<file path="config.mk">
export PLATFORM = sky130hd
export DESIGN_NAME = beat_seq
export DESIGN_NICKNAME = d
export VERILOG_FILES = /design/src/rtl/beat_seq_pkg.sv /design/src/rtl/beat_seq_calc.sv /design/src/rtl/beat_seq_ctrl.sv /design/src/rtl/beat_seq.sv
export SDC_FILE = /design/constraint.sdc
export NUM_CORES = 1
export LEC_CHECK = 0
export BUFFER_PORTS_ARGS = -buffer_cell sky130_fd_sc_hd__buf_2
export CORE_ASPECT_RATIO = 0.5
export CORE_MARGIN = 4
export CORE_UTILIZATION = 58
export DETAILED_ROUTE_END_ITERATION = 6
export PLACE_DENSITY = 0.86
export SLEW_MARGIN = 40
export SYNTH_ARGS = -nofsm -noshare
export SYNTH_HDL_FRONTEND = slang
export SYNTH_HIERARCHICAL = 1
export SYNTH_SLANG_ARGS = --single-unit
</file>
<file path="constraint.sdc">
create_clock -name clk -period 6 [get_ports clk]
set_input_delay 0.6 -clock clk [delete_from_list [all_inputs] [get_ports clk]]
set_output_delay 0.6 -clock clk [all_outputs]
set_load 0.03 [all_outputs]
</file>
<file path="src/rtl/beat_seq_pkg.sv">
package beat_seq_pkg;

    localparam int ADDR_W     = 32;
    localparam int WORD_BYTES = 4;
    localparam int LINE_WORDS = 8;
    localparam int DW_BYTES   = 2 * WORD_BYTES;
    localparam int LINE_BYTES = WORD_BYTES * LINE_WORDS;
    localparam int OFF_W      = $clog2(DW_BYTES);
    localparam int LINE_OFF_W = $clog2(LINE_BYTES);
    localparam int CNT_W      = $clog2(DW_BYTES + 1);
    localparam int LEFT_W     = $clog2(LINE_BYTES + 1);

    typedef logic [ADDR_W-1:0] addr_t;
    typedef logic [CNT_W-1:0]  cnt_t;
    typedef logic [LEFT_W-1:0] left_t;

    // one descriptor as it leaves the block
    typedef struct packed {
        addr_t addr;
        cnt_t  nbytes;
        logic  last;
    } beat_t;

    // walk state: where the next beat starts and how many bytes remain
    typedef struct packed {
        addr_t addr;
        left_t left;
    } walk_t;

    function automatic left_t lane_bytes(logic wide);
        return wide ? left_t'(DW_BYTES) : left_t'(WORD_BYTES);
    endfunction

    function automatic addr_t start_addr(addr_t a, logic blk);
        return blk ? {a[ADDR_W-1:LINE_OFF_W], {LINE_OFF_W{1'b0}}} : a;
    endfunction

endpackage

</file>
<file path="src/rtl/beat_seq_calc.sv">
module beat_seq_calc
    import beat_seq_pkg::*;
(
    input  walk_t cur,
    input  logic  wide,
    output beat_t beat,
    output walk_t nxt
);
    left_t lane;
    left_t off;
    left_t room;
    left_t take;

    always_comb begin
        lane = lane_bytes(wide);
        off  = left_t'(cur.addr[OFF_W-1:0]) & (lane - left_t'(1));
        room = lane - off;
        take = (cur.left < room) ? cur.left : room;

        beat.addr   = cur.addr;
        beat.nbytes = cnt_t'(take);
        beat.last   = (cur.left == take);

        nxt.addr = (cur.addr & ~addr_t'(lane - left_t'(1))) + addr_t'(lane);
        nxt.left = cur.left - take;
    end
endmodule

</file>
<file path="src/rtl/beat_seq_ctrl.sv">
module beat_seq_ctrl
    import beat_seq_pkg::*;
(
    input  logic  clk,
    input  logic  rst,
    input  logic  req_valid,
    output logic  req_ready,
    input  addr_t req_addr,
    input  cnt_t  req_size,
    input  logic  req_block,
    output logic  beat_valid,
    input  logic  beat_ready,
    input  logic  beat_is_last,
    input  walk_t nxt,
    output walk_t cur
);
    logic busy;

    always_ff @(posedge clk) begin
        if (rst) begin
            busy <= 1'b0;
            cur  <= '0;
        end else if (!busy) begin
            if (req_valid) begin
                busy     <= 1'b1;
                cur.addr <= start_addr(req_addr, req_block);
                cur.left <= req_block ? left_t'(LINE_BYTES) : left_t'(req_size);
            end
        end else if (beat_ready) begin
            if (beat_is_last) busy <= 1'b0;
            else              cur  <= nxt;
        end
    end

    assign req_ready  = !busy;
    assign beat_valid = busy;
endmodule

</file>
<file path="src/rtl/beat_seq.sv">
module beat_seq
    import beat_seq_pkg::*;
(
    input  logic              clk,
    input  logic              rst,
    input  logic              wide,
    input  logic              req_valid,
    output logic              req_ready,
    input  logic [ADDR_W-1:0] req_addr,
    input  logic [CNT_W-1:0]  req_size,
    input  logic              req_block,
    output logic              beat_valid,
    input  logic              beat_ready,
    output logic [ADDR_W-1:0] beat_addr,
    output logic [CNT_W-1:0]  beat_bytes,
    output logic              beat_last
);
    walk_t cur;
    walk_t nxt;
    beat_t beat;

    beat_seq_ctrl ctrl_i (
        .clk          (clk),
        .rst          (rst),
        .req_valid    (req_valid),
        .req_ready    (req_ready),
        .req_addr     (req_addr),
        .req_size     (req_size),
        .req_block    (req_block),
        .beat_valid   (beat_valid),
        .beat_ready   (beat_ready),
        .beat_is_last (beat.last),
        .nxt          (nxt),
        .cur          (cur)
    );

    beat_seq_calc calc_i (
        .cur  (cur),
        .wide (wide),
        .beat (beat),
        .nxt  (nxt)
    );

    assign beat_addr  = beat.addr;
    assign beat_bytes = beat.nbytes;
    assign beat_last  = beat.last;
endmodule

</file>
==> impl_metrics.ini <==
[layout]
seq_area_um2 = 781
syn2layout_area_growth_pct = 8.31
drive_gt1_share_pct = 29.5
antenna_cells = 0
multi_input_area_mm2 = 0.00191
finalInstanceArea_mm2 = 0.00341
fin_nets = 476
fillers = 427

[grt]
overflow = 0
grt_max_degree = 40
antenna_found_initial = 0
grt_pass1_vias = 2586
track_usage_pct = 22.1
grt_pass1_wl_um = 12200

[worst_hold_path]
min_to = ctrl_i/cur[33]
hold_path.class = reg -> reg
holdPathStages = 2
hp-start = ctrl_i/cur[33]

[routing]
dr_wl_met3_um = 698
first_pass_iters = 4
met1_length_um = 3200
routed_wl_um = 7550
drtIter0Drc = 315
wl_per_cell_um = 15.3
routed_via_density = 5.88
met2_length_um = 3550
drc_errors = 0
drtAntennaViolNets = 0
highest_layer = met4
num_vias = 2904

[synth]
netlist_instances = 384
synth-warning-count = 6
syn_area_per_cell_um2 = 8.20
ys_seq_area_share_pct = 24.8
synth_seq_cells = 39
synthArstFlopShare_pct = 0
synth-edff-count = 0
ys_types = 49
synth_ff_type = dfxtp_1
syn-cell-area_mm2 = 0.00315

[pwr]
p_int_uw = 588
p_clk_share_pct = 27.7
power_switching_uw = 365
p_comb_share_pct = 38.7
switching_share_pct = 38.3
leakagePower_nw = 1.47
p_seq_share_pct = 33.7
vdd_drop_max_mv = 0.145
finalPower_uw = 953
power-per-cell-area_mw_per_mm2 = 279

[sta]
tightest_slew_ns = 0.856
period_minus_slack_ns = 4.28
finalHoldViolations = 0
fin_crit_sh_pct = 71.4
finalClockSkew_ns = 0.00398
slew_headroom_pct = 42.9
fmax_ghz = 0.234
setup_viol_count_final = 0
slew_violations = 0
setup_tns_ns = 0
rsz0062_at_grt = no

[critical_path]
crit_path_end_kind = primary output
path_common_cell = nor2_1
path_max_fanout = 9
r2r_end = ctrl_i/cur[1]
ff2ff_setup_slack_ns = 1.94
slowest_delay_ns = 0.47
r2r-start = ctrl_i/cur[6]
cpMaxStageDelayCell = xnor2_1
cp_cell_sequence = inv_1 > ha_1 > xnor2_1 > ha_1 > nor2_1 > a311o_1 > nand2_1 > nor2_1 > nor2_1 > a21oi_1 > ha_1 > nand4_1 > nor2_1 > buf_2
critPathTopFamily = simple AND/OR/NAND/NOR gates
worstRegToRegCells = 17
worstSetupStartpointType = flop
cp.arrival_ns = 3.68
crit_type = reg -> out
worstPathRequired_ns = 5.40
critical_path_buf_inv_count = 2

[clocking]
root_buffer = clkbuf_8
cts_resized = 0
clockBufferDepth = 2
htreeDepth = 2
insertion_delay_ns = 0.30
clk_pin_slew_ns = 0.08
cts_tree = yes
hold_buffers = 0
clock-sinks = 39
cts_made_buffers = 5
postCtsSetupBuffers = 0

[floorplanning]
ios = 81
die-area_mm2 = 0.00674
chipWidth_um = 112
core_area_mm2 = 0.00509
floorplan.initialDensity_pct = 61.8
chipHeight_um = 60.1
num_rows = 18

[job]
maxCapViolations = 0

[run_status]
status = completed

[place]
portBuffers = 80
place_congestion = 0.876
dpl_cell_area_mm2 = 0.00328
dpl.hpwl_um = 5260
==> per-stage QoR <==
step / cells / utilization [%] / hold slack, ns / setup WS [ns]
after detailed placement: 486 / 64.4 / 0.498 / 1.83
final: 494 / 67.0 / 0.506 / 1.72
after global placement: 486 / 64.4 / 0.494 / 1.93
after floorplan: 386 / - / 0.473 / 1.53
after global routing: 494 / 67.0 / 0.537 / 1.34
after CTS: 494 / 67.0 / 0.508 / 1.77
==> power by group through the flow <==
stage	registers [mW]	logic [mW]	clock network, mW
2_1_floorplan	0.316	0.317	0
3_3_place_gp	0.325	0.360	0
3_5_place_dp	0.325	0.364	0
4_1_cts	0.320	0.367	0.265
5_1_grt	0.326	0.402	0.276
6_report	0.321	0.368	0.264
==> area by class of cell <==
cell class                 instances  share of cell area [%]
multi-input combinational        275                    55.9
sequential                        39                    22.9
timing repair buffer              85                    12.8
tap                               70                    2.57
clock buffer                       6                    2.13
inverter                          17                    1.87
clock inverter                     2                    1.76
==> placed cells by master, fill, tap and decap left out, types with 2 or more instances in the layout <==
master and instances:
buf_2 80, nand3_1 40, dfxtp_1 39, a21oi_1 37, xnor2_1 25, nand2_1 22, a22oi_1 19, inv_1 17
nor2_1 16, nand2b_1 11, a21oi_2 11, ha_1 9, a22oi_2 9, and3_1 8, xor2_1 7, o221a_2 6
o21ai_0 5, nand4_1 5, clkbuf_8 5, buf_4 5, and2_1 4, o211ai_1 4, conb_1 4, a21o_1 3
o221a_1 3, nor3_1 2, a311oi_1 2, and3b_1 2, nand3b_1 2, fa_1 2, bufinv_16 2
==> tightest hold or removal path, delay by kind of cell (launching register included) <==
family,cells,cell delay [ns]
AOI/OAI and AO/OA,1,0.06
DFF,1,0.34
and+or+nand+nor,1,0.07
==> per-layer routing <==
layer  vias to the layer above  global-route usage (%)
li1                       1410                       -
met1                      1351                    28.1
met2                       130                    37.8
met3                        13                    4.75
met4                         0                    7.53
met5                         -                       0
==> flip-flops by register name, indices dropped and copies added, names as in the netlist <==
name and flops:
ctrl_i/cur 38, ctrl_i/beat_valid 1
==> cell usage after synthesis, drive strengths merged (2+ instances only) <==
library cell	number	share of area (%)
nor2	16	1.9
a21oi	48	8.9
fa	2	1.3
nand2	24	3.2
nand3b	2	0.48
a22oi	28	8.1
and2	5	1.1
inv	17	2.0
nand2b	11	2.2
o221a	9	3.2
xnor2	25	7.0
nor4	2	0.87
buf	49	12
a21o	3	0.72
nand4	5	0.99
nand3	40	6.4
o211ai	4	0.95
ha	9	3.6
dfxtp	39	25
conb	2	0.24
xor2	7	1.9
o21ai	5	0.79
nor3	2	0.32
a311oi	2	0.56
and3	8	1.6
and3b	3	0.87
clkbuf	6	0.72
==> worst max path at each step <==
| stage | from | endpoint | slack (ns) | cells past startpoint |
|---|---|---|---|---|
| floorplan | wide | ctrl_i/cur[12] | 1.53 | 16 |
| global placement | wide | ctrl_i/cur[4] | 1.93 | 19 |
| detailed placement | wide | ctrl_i/cur[4] | 1.83 | 19 |
| CTS | ctrl_i/cur[6] | beat_last | 1.77 | 14 |
| global route | ctrl_i/cur[7] | beat_last | 1.34 | 14 |
| finish | ctrl_i/cur[6] | beat_last | 1.72 | 14 |
==> kinds of logic after synthesis <==
logic type	share of synthesized area [%]
and+or+nand+nor	21.3
AOI/OAI and AO/OA	24.7
buffers and inverters	14.9
DFF	24.8
xor gates and xnor gates	8.90
adders and majority gates	4.85
other	0.239
muxes	0.318
Note: power is estimated with default switching activity, not from simulation.
